### src/rtl/hb_pkg.sv
// Package hb_pkg
// Shared widths and the event record passed from the sample comparator to
// the alarm latch. Assumes an 8-bit heartbeat and an 8-bit period field.
package hb_pkg;
    localparam int HB_W_DEF       = 8;
    localparam int PERIOD_W_DEF   = 8;
    localparam int MIN_PERIOD_DEF = 2;

    // Outcome of one compared sample (both low when no comparison happened)
    typedef struct packed {
        logic stall;   // sample equal to the previous one
        logic moved;   // sample differs from the previous one
    } cmp_evt_t;
endpackage

### src/rtl/hb_store.sv
// Module hb_store
// Holds the heartbeat byte written by the remote client. A write becomes
// visible in the cycle after the strobe. Assumes one writer.
module hb_store #(
    parameter int HB_W = 8
) (
    input  logic            clk,
    input  logic            rst_n,
    input  logic            wr_en,
    input  logic [HB_W-1:0] wr_data,
    output logic [HB_W-1:0] hb_value
);
    logic [HB_W-1:0] hb_q;

    // Capture the written heartbeat value
    always_ff @(posedge clk) begin
        if (!rst_n)     hb_q <= '0;
        else if (wr_en) hb_q <= wr_data;
    end

    assign hb_value = hb_q;

    // the value held changes only after a write strobe
    hold_without_write_chk: assert property (@(posedge clk) disable iff (!rst_n)
        !wr_en |=> hb_q == $past(hb_q));
endmodule

### src/rtl/hb_tick_timer.sv
// Module hb_tick_timer
// Counts second ticks and fires a one-cycle sample strobe on every
// effective-period-th tick. The configured period is raised to MIN_PERIOD.
// If the period shrinks mid-count, the next tick fires at once.
module hb_tick_timer #(
    parameter int PERIOD_W   = 8,
    parameter int MIN_PERIOD = 2
) (
    input  logic                clk,
    input  logic                rst_n,
    input  logic                sec_tick,
    input  logic [PERIOD_W-1:0] period_cfg,
    output logic                sample_stb
);
    localparam logic [PERIOD_W-1:0] MIN_P = PERIOD_W'(MIN_PERIOD);
    localparam logic [PERIOD_W-1:0] ONE   = PERIOD_W'(1);

    logic [PERIOD_W-1:0] eff_period;
    logic [PERIOD_W-1:0] tick_cnt;
    logic                last_tick;

    // Clamp the configured period to the allowed minimum
    always_comb begin
        eff_period = (period_cfg < MIN_P) ? MIN_P : period_cfg;
        last_tick  = (tick_cnt >= (eff_period - ONE));
    end

    assign sample_stb = sec_tick && last_tick;

    // Advance the tick count, wrapping at the end of each period
    always_ff @(posedge clk) begin
        if (!rst_n)        tick_cnt <= '0;
        else if (sec_tick) tick_cnt <= last_tick ? '0 : tick_cnt + ONE;
    end

    // a tick that does not end the period advances the count by one
    tick_advance_chk: assert property (@(posedge clk) disable iff (!rst_n)
        (sec_tick && !sample_stb) |=> tick_cnt == $past(tick_cnt) + ONE);

    // at least one earlier tick must be counted before any sample
    min_period_chk: assert property (@(posedge clk) disable iff (!rst_n)
        sample_stb |-> tick_cnt != '0);

    // count holds in cycles without a tick
    idle_hold_chk: assert property (@(posedge clk) disable iff (!rst_n)
        !sec_tick |=> $stable(tick_cnt));
endmodule

### src/rtl/hb_compare.sv
// Module hb_compare
// On each sample strobe, compares the heartbeat with the previously
// sampled value and reports stall or movement. The first strobe after
// reset only primes the previous-value register. Equality alone decides,
// so a modular wrap counts as movement.
module hb_compare
    import hb_pkg::*;
#(
    parameter int HB_W = 8
) (
    input  logic            clk,
    input  logic            rst_n,
    input  logic            sample_stb,
    input  logic [HB_W-1:0] hb_value,
    output cmp_evt_t        evt
);
    logic [HB_W-1:0] prev_q;
    logic            primed_q;
    logic            same;

    // Equality of the live value with the stored sample
    always_comb begin
        same      = (hb_value == prev_q);
        evt.stall = sample_stb && primed_q && same;
        evt.moved = sample_stb && primed_q && !same;
    end

    // Store every sample and remember that one has been taken
    always_ff @(posedge clk) begin
        if (!rst_n) begin
            prev_q   <= '0;
            primed_q <= 1'b0;
        end else if (sample_stb) begin
            prev_q   <= hb_value;
            primed_q <= 1'b1;
        end
    end

    // the first sample primes the stored value without an event
    prime_chk: assert property (@(posedge clk) disable iff (!rst_n)
        (sample_stb && !primed_q) |=> primed_q && prev_q == $past(hb_value));

    // stall and movement are never reported together
    excl_evt_chk: assert property (@(posedge clk) disable iff (!rst_n)
        !(evt.stall && evt.moved));
endmodule

### src/rtl/hb_alarm.sv
// Module hb_alarm
// Alarm latch: set by a stall event, cleared by a movement event or by
// the clear input. A stall in the same cycle as a clear keeps it set.
module hb_alarm
    import hb_pkg::*;
(
    input  logic     clk,
    input  logic     rst_n,
    input  cmp_evt_t evt,
    input  logic     clr,
    output logic     alarm
);
    logic alarm_q;

    // Update the alarm from this cycle's events
    always_ff @(posedge clk) begin
        if (!rst_n)              alarm_q <= 1'b0;
        else if (evt.stall)      alarm_q <= 1'b1;
        else if (clr || evt.moved) alarm_q <= 1'b0;
    end

    assign alarm = alarm_q;

    // a stall event raises the alarm in the next cycle
    stall_sets_chk: assert property (@(posedge clk) disable iff (!rst_n)
        evt.stall |=> alarm_q);

    // without clear or movement the alarm holds
    alarm_hold_chk: assert property (@(posedge clk) disable iff (!rst_n)
        (alarm_q && !clr && !evt.moved) |=> alarm_q);

    // a clear without a fresh stall drops the alarm
    clear_drop_chk: assert property (@(posedge clk) disable iff (!rst_n)
        (clr && !evt.stall) |=> !alarm_q);
endmodule

### src/rtl/hb_stall_monitor.sv
// Module hb_stall_monitor
// Top level of the heartbeat stall detector: heartbeat store, tick timer,
// sample comparator and alarm latch. Assumes sec_tick is a one-cycle pulse
// per second and check_period is held steady in normal use.
module hb_stall_monitor
    import hb_pkg::*;
#(
    parameter int HB_W       = HB_W_DEF,
    parameter int PERIOD_W   = PERIOD_W_DEF,
    parameter int MIN_PERIOD = MIN_PERIOD_DEF
) (
    input  logic                clk,
    input  logic                rst_n,
    input  logic                hb_wr_en,
    input  logic [HB_W-1:0]     hb_wr_data,
    input  logic                sec_tick,
    input  logic [PERIOD_W-1:0] check_period,
    input  logic                alarm_clr,
    output logic                alarm
);
    logic [HB_W-1:0] hb_value;
    logic            sample_stb;
    cmp_evt_t        evt;

    hb_store #(.HB_W(HB_W)) u_store (
        .clk      (clk),
        .rst_n    (rst_n),
        .wr_en    (hb_wr_en),
        .wr_data  (hb_wr_data),
        .hb_value (hb_value)
    );

    hb_tick_timer #(.PERIOD_W(PERIOD_W), .MIN_PERIOD(MIN_PERIOD)) u_timer (
        .clk        (clk),
        .rst_n      (rst_n),
        .sec_tick   (sec_tick),
        .period_cfg (check_period),
        .sample_stb (sample_stb)
    );

    hb_compare #(.HB_W(HB_W)) u_cmp (
        .clk        (clk),
        .rst_n      (rst_n),
        .sample_stb (sample_stb),
        .hb_value   (hb_value),
        .evt        (evt)
    );

    hb_alarm u_alarm (
        .clk   (clk),
        .rst_n (rst_n),
        .evt   (evt),
        .clr   (alarm_clr),
        .alarm (alarm)
    );

    // the cycle after a reset edge shows no alarm
    reset_idle_chk: assert property (@(posedge clk)
        !rst_n |=> !alarm);
endmodule

### config.mk
export PLATFORM = sky130hd
export DESIGN_NAME = hb_stall_monitor
export DESIGN_NICKNAME = d
export VERILOG_FILES = /design/src/rtl/hb_pkg.sv /design/src/rtl/hb_store.sv /design/src/rtl/hb_tick_timer.sv /design/src/rtl/hb_compare.sv /design/src/rtl/hb_alarm.sv /design/src/rtl/hb_stall_monitor.sv
export SDC_FILE = /design/constraint.sdc
export NUM_CORES = 1
export LEC_CHECK = 0
export CELL_PAD_IN_SITES_DETAIL_PLACEMENT = 1
export CELL_PAD_IN_SITES_GLOBAL_PLACEMENT = 1
export CORE_UTILIZATION = 45
export CTS_BUF_LIST = sky130_fd_sc_hd__clkbuf_4
export CTS_CLUSTER_DIAMETER = 60
export DETAILED_ROUTE_END_ITERATION = 7
export PLACE_DENSITY_LB_ADDON = 0.1
export RECOVER_POWER = 100
export SLEW_MARGIN = 20
export SYNTH_ARGS = -nofsm -noshare
export SYNTH_HDL_FRONTEND = slang
export SYNTH_SLANG_ARGS = --single-unit
### constraint.sdc
create_clock -name clk -period 5.1 [get_ports clk]
set_input_delay 0.765 -clock clk [delete_from_list [all_inputs] [get_ports clk]]
set_output_delay 0.765 -clock clk [all_outputs]
set_load 0.02 [all_outputs]
==> impl_metrics.csv, run 1 <==
group,metric,value,unit
synth,ys_top_cells_by_area,"dfxtp_1 36%, ha_1 8.7%, xor2_1 7.9%",
timing,setup_slack,0.926,ns
finish,fin_cells,217,
timing,setup_violations,0,
die,initial_utilization,0.474,
die,core.rowCount,20,
clock_tree,post_cts_resized,0,
synth,synth_top_area_cell,"dfxtp_1",
synth,synth_nets,185,
setup_path,worstPathRequired,5.32,ns
synth,syn_inst,154,
drt,firstDrtPassIters,3,
timing,drv_slew,0,
place,port_buffers,21,
synth,synth_cell_type_count,29,
synth,synth_common_cells,"26 x dfxtp_1, 16 x nand2_1, 13 x xor2_1, 10 x ha_1, 10 x mux2i_1",
synth,synth.avg_cell_area,9.33,um2
setup_path,crit_type,"in2reg",
die,die_width,58.5,um
grt,grt_pass1_wl,5180,um
place,place_ws,0.963,ns
status,outcome,"complete, no violations",
drt,via_count,1116,
timing,hold_viol_final,0,
hold_path,holdCritStartpoint,"u_cmp.prev_q[5]",
place,place_inst,213,
clock_tree,root_buffer,"clkbuf_4",
setup_path,r2r_start,"u_timer.tick_cnt[0]",
drt,via_per_inst,5.14,
timing,rsz0062_at_grt,"no",
clock_tree,cts_setup_buffers,0,
timing,min_period,4.17,ns
clock_tree,cts_made_buffers,3,
finish,num_antenna_cells,0,
setup_path,arrival,4.40,ns
timing,setup_tns,0,ns
pwr,p_sw_frac,0.229,
timing,slew_headroom,0.423,
setup_path,end_kind,"flip-flop",
drt,route.antenna.remaining_nets,0,
setup_path,startpoint_type,"input port",
pwr,power_switching,96.3,uW
setup_path,reg2reg_depth,8,
die,die_h,58.5,um
job,drv_cap,0,
synth,ys.flop_type,"dfxtp_1",
grt,antenna_found_initial,0,
pwr,cellLeakagePower,0.000670,uW
pwr,power_density,245,mW/mm2
timing,fin_skew,0.0148,ns
place,post-dp-hpwl,2380,um
drt,drc,0,
finish,final_nets,205,
clock_tree,cts_buffer_depth,2,
clock_tree,cts_hold_buffers,0,
clock_tree,cts_tree,"built",
timing,post-route-period-util,0.818,
die,die_area,0.00342,mm2
die,core,0.00303,mm2
pwr,vdd_ir_drop_max,181,uV
finish,final.fill_count,348,
grt,grt_max_degree,29,
hold_path,hold_path_class,"reg2reg",
grt,track_usage,0.201,
synth,synth_top_area_frac,0.362,
hold_path,whs_path_depth,2,
pwr,clkPwrFrac,0.333,
synth,synth-async-reset-ratio,0,
die,io_pins,22,
finish,drive_above_1_share,0.0867,
pwr,combPwrFrac,0.158,
pwr,p_seq_frac,0.510,
synth,syn-cell-area,0.00144,mm2
grt,grt_pass1_vias,1143,
place,place_congestion,0.848,
setup_path,crit_fanout,19,
clock_tree,clock_sinks,26,
drt,routed_wirelength,2980,um
finish,syn2layout_area_growth,19.8,%
pwr,internal_power,325,uW
synth,synth_edf_count,0,
clock_tree,h-tree-depth,1,
grt,grt_overflow,0,
timing,max_freq,0.240,GHz
timing,tightest_slew,0.862,ns
clock_tree,cts.clk_slew.worst_paths,0.15,ns
synth,synth-seq-cells,26,
setup_path,startpoint,"check_period[4]",
clock_tree,insertion_delay,0.32,ns
synth,yosys_warnings,0,
synth,yosysMostFrequentCell,"dfxtp_1",
synth,seq_area_frac_synth,0.362,
drt,drt_iter0_drc,33,
drt,avgRoutedWirePerCell,13.7,um
## logic make-up (layout without fill, tap and decap cells)
family          count (synthesis)  after routing  synth area share
mux                            10             10            0.0697
xor+xnor                       19             19             0.116
fa+ha+maj                      10             10            0.0871
flops                          26             26             0.362
compound gates                 19             19             0.105
buf+inv                         9             28            0.0314
simple gates                   61             61             0.228
## final cells by class
| type | instances | area (um2) | area share |
|---|---|---|---|
| multi-input combinational | 119 | 871 | 0.506 |
| tap | 44 | 55.1 | 0.0320 |
| sequential | 26 | 520 | 0.303 |
| timing repair buffer | 22 | 214 | 0.124 |
| clock buffer | 3 | 22.5 | 0.0131 |
| clock inverter | 1 | 30.0 | 0.0175 |
| inverter | 2 | 7.51 | 0.00436 |
## placed cells by master, fill, tap and decap left out, types with 3 or more instances in the layout
cell type        Yosys  final
ha_1                10     10
xor2_1              13     13
nor2b_1              8      8
clkbuf_4             0      3
nor2_1               5      5
dfxtp_1             26     26
nor3_1               3      3
nand4_1              4      4
o21ai_0              1      8
mux2i_1             10     10
nor2_2               8      8
clkdlybuf4s50_1      0     19
o21a_1               3      3
nor4_1               3      3
a21oi_1              3      3
xnor2_1              6      6
nand2_1             16     16
nand3_1              9      9
## metal layers
metal	global-route usage	wire length (um)
met1	0.235	1280
met4	0.0612	29
met3	0.0264	48
met2	0.381	1630
met5	0	0
## metrics by stage
stage          power (uW)  hold slack, ns  instance area, um2   util
6_report              421           0.481                1720  0.568
5_1_grt               441           0.515                1720  0.568
4_1_cts               427           0.479                1720  0.569
3_5_place_dp          287           0.459                1670  0.552
3_3_place_gp          283           0.447                1670  0.552
2_1_floorplan         261           0.440                1440      -
## power by group through the flow
| stage | Sequential (uW) | Clock [uW] | Combinational, uW |
|---|---|---|---|
| 5_1_grt | 216 | 152 | 73.8 |
| 4_1_cts | 215 | 145 | 67.7 |
| 3_5_place_dp | 219 | 0 | 67.5 |
| 3_3_place_gp | 219 | 0 | 64.3 |
| 2_1_floorplan | 217 | 0 | 43.4 |
| 6_report | 215 | 140 | 66.3 |
## critical path, cell delays in order
cell,delay [ns]
clkdlybuf4s50_1,0.46
or4_1,0.57
nor3_1,0.24
nor2_1,0.07
ha_1,0.24
xnor2_1,0.16
ha_1,0.25
o21a_1,0.14
o21ai_0,0.14
o32ai_4,0.24
clkbuf_1,0.57
nand2b_1,0.46
nor2_2,0.08
## worst paths after layout
| check | slack [ns] | endpoint |
|---|---|---|
| setup / recovery | 0.93 | u_timer.tick_cnt[7] |
| hold reg to reg | 0.48 | u_cmp.prev_q[5] |
| hold / removal | 0.48 | u_cmp.prev_q[5] |
| setup reg to reg | 2.57 | u_timer.tick_cnt[7] |
## flip-flops by register name, indices dropped and copies added (netlist names)
name              flops
u_cmp.prev_q          8
u_store.hb_value      8
u_timer.tick_cnt      8
u_cmp.primed_q        1
u_alarm.alarm         1
Note: power is estimated with default switching activity, not from simulation.
==> inputs of run 2 (changes only) <==
--- a/config.mk
+++ b/config.mk
@@ -7,7 +7,7 @@
 export LEC_CHECK = 0
 export CELL_PAD_IN_SITES_DETAIL_PLACEMENT = 1
 export CELL_PAD_IN_SITES_GLOBAL_PLACEMENT = 1
-export CORE_UTILIZATION = 45
+export CORE_UTILIZATION = 38
 export CTS_BUF_LIST = sky130_fd_sc_hd__clkbuf_4
 export CTS_CLUSTER_DIAMETER = 60
 export DETAILED_ROUTE_END_ITERATION = 7
==> constraint.sdc (replaced) <==
create_clock -name clk -period 3.7 [get_ports clk]
set_input_delay 0.555 -clock clk [delete_from_list [all_inputs] [get_ports clk]]
set_output_delay 0.555 -clock clk [all_outputs]
set_load 0.02 [all_outputs]
==> run 2 against run 1 <==
Effect of this change:
- clock power up 44%
- sequential power rose by 38%
- setup slack worse by 0.59 ns
- sequential share of layout area decreased by 0.11 points
- flip-flop and latch count is the same
- global-route usage shrank 3.3 points
- final area grew 0.36%
- non-clock buffer count unchanged
- combinational power is 39% higher
- critical path type unchanged
- critical endpoint is now u_timer.tick_cnt[4]
- largest cell class unchanged
==> impl_metrics.csv, run 2 (synthesis results as in run 1) <==
group,metric,value,unit
drt,firstDrtPassIters,4,
pwr,vdd_ir_drop_max,199,uV
clock_tree,cts.clk_slew.worst_paths,0.16,ns
clock_tree,cts_setup_buffers,0,
pwr,power_density,341,mW/mm2
clock_tree,cts_buffer_depth,2,
timing,slew_headroom,0.432,
grt,antenna_found_initial,0,
drt,via_count,1135,
hold_path,whs_path_depth,2,
finish,fin_area,0.00173,mm2
finish,seqCellArea,520,um2
timing,min_period,3.36,ns
setup_path,cpLargestDelayFamily,"simple AND/OR/NAND/NOR gates",
place,postPlaceCellArea,0.00167,mm2
timing,setup_tns,0,ns
setup_path,r2r_start,"u_timer.tick_cnt[0]",
die,io_pins,22,
clock_tree,post_cts_resized,0,
drt,routed_wirelength,2920,um
grt,track_usage,0.168,
clock_tree,cts_hold_buffers,0,
place,place_inst,215,
setup_path,crit_type,"in2reg",
timing,tightest_slew,0.849,ns
finish,final_nets,205,
timing,fin_skew,0.0139,ns
timing,rsz0062_at_grt,"no",
die,core.rowCount,21,
setup_path,startpoint,"check_period[4]",
pwr,cellLeakagePower,0.000675,uW
place,place_ws,-0.0281,ns
timing,hold_viol_final,0,
clock_tree,cts_made_buffers,3,
clock_tree,root_buffer,"clkbuf_4",
setup_path,r2r_setup_slack,1.61,ns
setup_path,arrival,3.64,ns
finish,multi_input_area,871,um2
job,drv_cap,0,
grt,grt_pass1_vias,1182,
timing,fin_hold_ws,0.478,ns
timing,setup_violations,0,
place,port_buffers,21,
clock_tree,h-tree-depth,1,
setup_path,startpoint_type,"input port",
finish,num_antenna_cells,0,
setup_path,worstReg2RegEnd,"u_timer.tick_cnt[4]",
timing,drv_slew,0,
drt,drc,0,
clock_tree,cts_tree,"built",
drt,route.antenna.remaining_nets,0,
finish,syn2layout_area_growth,20.2,%
hold_path,hold_path_class,"reg2reg",
die,die_width,63.5,um
setup_path,reg2reg_depth,7,
setup_path,max_stage_delay,0.57,ns
clock_tree,insertion_delay,0.34,ns
clock_tree,clock_sinks,26,
drt,via_per_inst,5.18,
setup_path,worstPathRequired,3.97,ns
grt,grt_overflow,0,
drt,avgRoutedWirePerCell,13.3,um
setup_path,end_kind,"flip-flop",
drt,drt_iter0_drc,17,
grt,grt_pass1_wl,5260,um
grt,grt_max_degree,29,
setup_path,cpMostUsedCell,"ha_1",
finish,final.fill_count,407,
die,core,0.00347,mm2
setup_path,crit_chain,"clkdlybuf4s50_1 > or4_1 > nor3_1 > nor2_1 > ha_1 > xnor2_1 > ha_1 > o21a_1 > o21ai_1 > o32ai_4 > nand2b_1 > nor2_2",
setup_path,path_buf_inv,1,
status,outcome,"complete, no violations",
setup_path,crit_cells,12,
finish,final_common_cell,"dfxtp_1",
setup_path,cp-endpoint,"u_timer.tick_cnt[4]",
finish,drive_above_1_share,0.0925,
timing,post-route-period-util,0.909,
die,die_area,0.00403,mm2
die,initial_utilization,0.414,
finish,final_cell_mix,"26 x dfxtp_1, 19 x clkdlybuf4s50_1, 16 x nand2_1",
place,post-dp-hpwl,2240,um
timing,setup_slack,0.337,ns
setup_path,crit_fanout,8,
finish,fin_cells,219,
die,die_h,63.5,um
place,place_congestion,0.810,
setup_path,cpMaxStageDelayCell,"or4_1",
timing,max_freq,0.297,GHz
run 2: changes by cell type in the layout (fill, tap and decap cells not counted):
cell      change
o21ai_1       +1
o21ai_0       -1
buf_4         +1
clkbuf_1      -1
run 2: report_power, final:
group	switching, uW	leakage (uW)	total [uW]	internal [uW]
Sequential	8.03	0.000211	296	288
Clock	91.9	0.0000279	202	110
Combinational	41.2	0.000435	91.9	50.6
Total	141	0.000675	589	448
run 2: worst register-to-register path, cell delays in order, from the launching register on:
cell and delay [ns]:
dfxtp_1 0.44, inv_1 0.07, ha_1 0.29, nand2b_4 0.15, a2111oi_4 0.39, o32ai_4 0.14
nand2b_1 0.37, nor2_2 0.20
run 2: worst min-delay path by stage:
stage	from	endpoint	slack, ns
after floorplan	u_cmp.prev_q[0]	u_cmp.prev_q[0]	0.44
after global placement	u_cmp.prev_q[3]	u_cmp.prev_q[3]	0.45
after detailed placement	u_cmp.prev_q[7]	u_cmp.prev_q[7]	0.45
after CTS	u_cmp.prev_q[7]	u_cmp.prev_q[7]	0.47
after global routing	u_cmp.prev_q[0]	u_cmp.prev_q[0]	0.50
final	u_cmp.prev_q[0]	u_cmp.prev_q[0]	0.48
run 2: stage by stage:
step / utilization / power (uW)
3_3_place_gp: 0.483 / 390
5_1_grt: 0.498 / 617
6_report: 0.498 / 589
3_5_place_dp: 0.483 / 395
2_1_floorplan: - / 360
4_1_cts: 0.498 / 598
run 2: layout make-up:
type / instances / share of cell area
multi-input combinational: 119 / 0.504
sequential: 26 / 0.301
timing repair buffer: 22 / 0.126
tap: 46 / 0.0333
clock inverter: 1 / 0.0174
clock buffer: 3 / 0.0130
inverter: 2 / 0.00435
run 2: per-layer routing:
| metal | vias up | global-route usage | share of wire |
|---|---|---|---|
| li1 | 575 | - | - |
| met1 | 533 | 0.204 | 0.49 |
| met2 | 21 | 0.277 | 0.44 |
| met3 | 6 | 0.0362 | 0.042 |
| met4 | 0 | 0.0881 | 0.023 |
| met5 | - | 0 | 0 |
==> inputs of run 3 (changes only) <==
--- a/config.mk
+++ b/config.mk
@@ -7,12 +7,14 @@
 export LEC_CHECK = 0
 export CELL_PAD_IN_SITES_DETAIL_PLACEMENT = 1
 export CELL_PAD_IN_SITES_GLOBAL_PLACEMENT = 1
+export CORE_MARGIN = 2
 export CORE_UTILIZATION = 38
 export CTS_BUF_LIST = sky130_fd_sc_hd__clkbuf_4
 export CTS_CLUSTER_DIAMETER = 60
 export DETAILED_ROUTE_END_ITERATION = 7
 export PLACE_DENSITY_LB_ADDON = 0.1
 export RECOVER_POWER = 100
+export SETUP_SLACK_MARGIN = 0.5
 export SLEW_MARGIN = 20
 export SYNTH_ARGS = -nofsm -noshare
 export SYNTH_HDL_FRONTEND = slang
==> run 3 against run 2 <==
Effect of this change:
- maximum frequency increased by 3.6%
- critical endpoint is now u_alarm.alarm
- final cell count up 2.3%
- critical path depth up 1
- global-route usage is 0.60 points lower
- highest routed layer unchanged
==> impl_metrics.csv, run 3 (synthesis results as in run 1) <==
group,metric,value,unit
clock_tree,clock_sinks,26,
timing,post-route-period-util,0.877,
clock_tree,insertion_delay,0.32,ns
clock_tree,cts_tree,"built",
clock_tree,cts.clk_slew.worst_paths,0.13,ns
die,core.rowCount,22,
drt,via_count,1146,
drt,avgRoutedWirePerCell,13.6,um
drt,routed_wirelength,3040,um
drt,route.antenna.remaining_nets,0,
setup_path,reg2reg_depth,8,
grt,grt_max_degree,29,
timing,max_freq,0.308,GHz
timing,setup_tns,0,ns
finish,fin_area,0.00174,mm2
grt,grt_overflow,0,
place,port_buffers,21,
hold_path,hold_path_class,"reg2reg",
finish,final_common_cell,"dfxtp_1",
timing,drv_slew,0,
hold_path,holdCritStartpoint,"u_cmp.prev_q[0]",
setup_path,r2r_start,"u_timer.tick_cnt[0]",
setup_path,cpMostUsedCell,"nand2_1",
pwr,vdd_ir_drop_max,191,uV
setup_path,r2r_setup_slack,1.72,ns
drt,route.met2.wl,1710,um
timing,slew_headroom,0.429,
timing,fin_skew,0.00480,ns
grt,antenna_found_initial,0,
grt,grt_pass1_vias,1181,
grt,track_usage,0.162,
grt,grt_pass1_wl,5320,um
setup_path,end_kind,"flip-flop",
clock_tree,h-tree-depth,1,
finish,syn2layout_area_growth,21.2,%
setup_path,crit_chain,"dlygate4sd3_1 > nor2_1 > nand2_1 > o21ai_0 > ha_1 > nand2_1 > xor2_1 > ha_1 > nand4_1 > o32ai_1 > buf_4 > nand2_1 > mux2i_1",
timing,hold_viol_final,0,
setup_path,startpoint_type,"input port",
pwr,cellLeakagePower,0.000727,uW
die,io_pins,22,
drt,drt_iter0_drc,32,
finish,final_nets,208,
timing,rsz0062_at_grt,"no",
drt,via_per_inst,5.12,
die,initial_utilization,0.392,
timing,setup_violations,0,
place,place_congestion,0.709,
finish,num_antenna_cells,0,
pwr,power_density,292,mW/mm2
setup_path,worstPathRequired,3.92,ns
place,postPlaceCellArea,0.00171,mm2
finish,final_cell_mix,"26 x dfxtp_1, 16 x nand2_1, 14 x clkdlybuf4s50_1",
hold_path,whs_path_depth,2,
timing,min_period,3.25,ns
setup_path,worstReg2RegEnd,"u_timer.tick_cnt[2]",
setup_path,crit_type,"in2reg",
drt,highest_layer,"met4",
status,outcome,"complete, no violations",
setup_path,cpMaxStageDelayCell,"dlygate4sd3_1",
hold_path,holdPathEnd,"u_cmp.prev_q[0]",
setup_path,arrival,3.47,ns
timing,tightest_slew,0.854,ns
job,drv_cap,0,
drt,firstDrtPassIters,4,
finish,fin_cells,224,
drt,drc,0,
setup_path,max_stage_delay,0.65,ns
die,core,0.00366,mm2
place,place_inst,220,
drt,wl_met3,92,um
setup_path,crit_fanout,8,
place,post-dp-hpwl,2420,um
die,die_h,65.5,um
die,die_width,65.5,um
die,die_area,0.00429,mm2
clock_tree,root_buffer,"clkbuf_4",
clock_tree,cts_made_buffers,3,
clock_tree,cts_buffer_depth,2,
drt,wl_met1,1220,um
finish,drive_above_1_share,0.0795,
[run 3: area by class of cell]
| type | instances | area, um2 |
|---|---|---|
| fill | 434 | 1920 |
| multi-input combinational | 119 | 860 |
| sequential | 26 | 520 |
| timing repair buffer | 25 | 267 |
| tap | 48 | 60.1 |
| clock buffer | 3 | 22.5 |
| inverter | 2 | 7.51 |
| clock inverter | 1 | 3.75 |
[run 3: stage by stage]
stage | total power, uW | hold slack [ns] | util | worst slack, ns
after floorplan | 360 | 0.440 | - | 0.754
after global placement | 394 | 0.446 | 0.468 | 0.194
after detailed placement | 399 | 0.452 | 0.468 | 0.0939
after CTS | 521 | 0.478 | 0.477 | 0.506
after global routing | 540 | 0.517 | 0.475 | 0.301
final | 508 | 0.480 | 0.475 | 0.455
[run 3: routing by layer]
| metal | up-vias | GRT usage |
|---|---|---|
| met5 | - | 0 |
| met4 | 0 | 0.0547 |
| met3 | 2 | 0.0308 |
| met2 | 16 | 0.314 |
| met1 | 553 | 0.174 |
| li1 | 575 | - |
[run 3: repair_timing]
item                                   CTS  global route
resized for setup                        3             8
setup endpoints to repair               14            18
endpoints found under the hold margin    0             0
hold buffers                             0             0
setup buffers                            0             0
gates cloned                             0             0
[run 3: worst max path at each step]
stage                                to             from  slack, ns
floorplan               u_cmp.prev_q[6]  check_period[4]       0.75
global placement          u_alarm.alarm  check_period[4]       0.19
detailed placement  u_timer.tick_cnt[1]  check_period[4]       0.09
CTS                 u_timer.tick_cnt[2]  check_period[4]       0.51
global route              u_alarm.alarm  check_period[6]       0.30
finish                    u_alarm.alarm  check_period[6]       0.45
[run 3: worst max-delay path, delay by kind of cell]
kind                     cells  cell delay, ns
adder cells (fa/ha/maj)      2            0.57
XOR/XNOR                     1            0.15
multiplexers                 1            0.11
AND/OR/NAND/NOR              5            0.49
buffers and inverters        2            0.89
AO/OA/AOI/OAI                2            0.70
[run 3: power breakdown]
group | switching, uW | total [uW] | internal, uW
combinational | 40.6 | 93.5 | 52.9
sequential | 7.74 | 295 | 288
clock | 79.8 | 119 | 39.5
total | 128 | 508 | 380
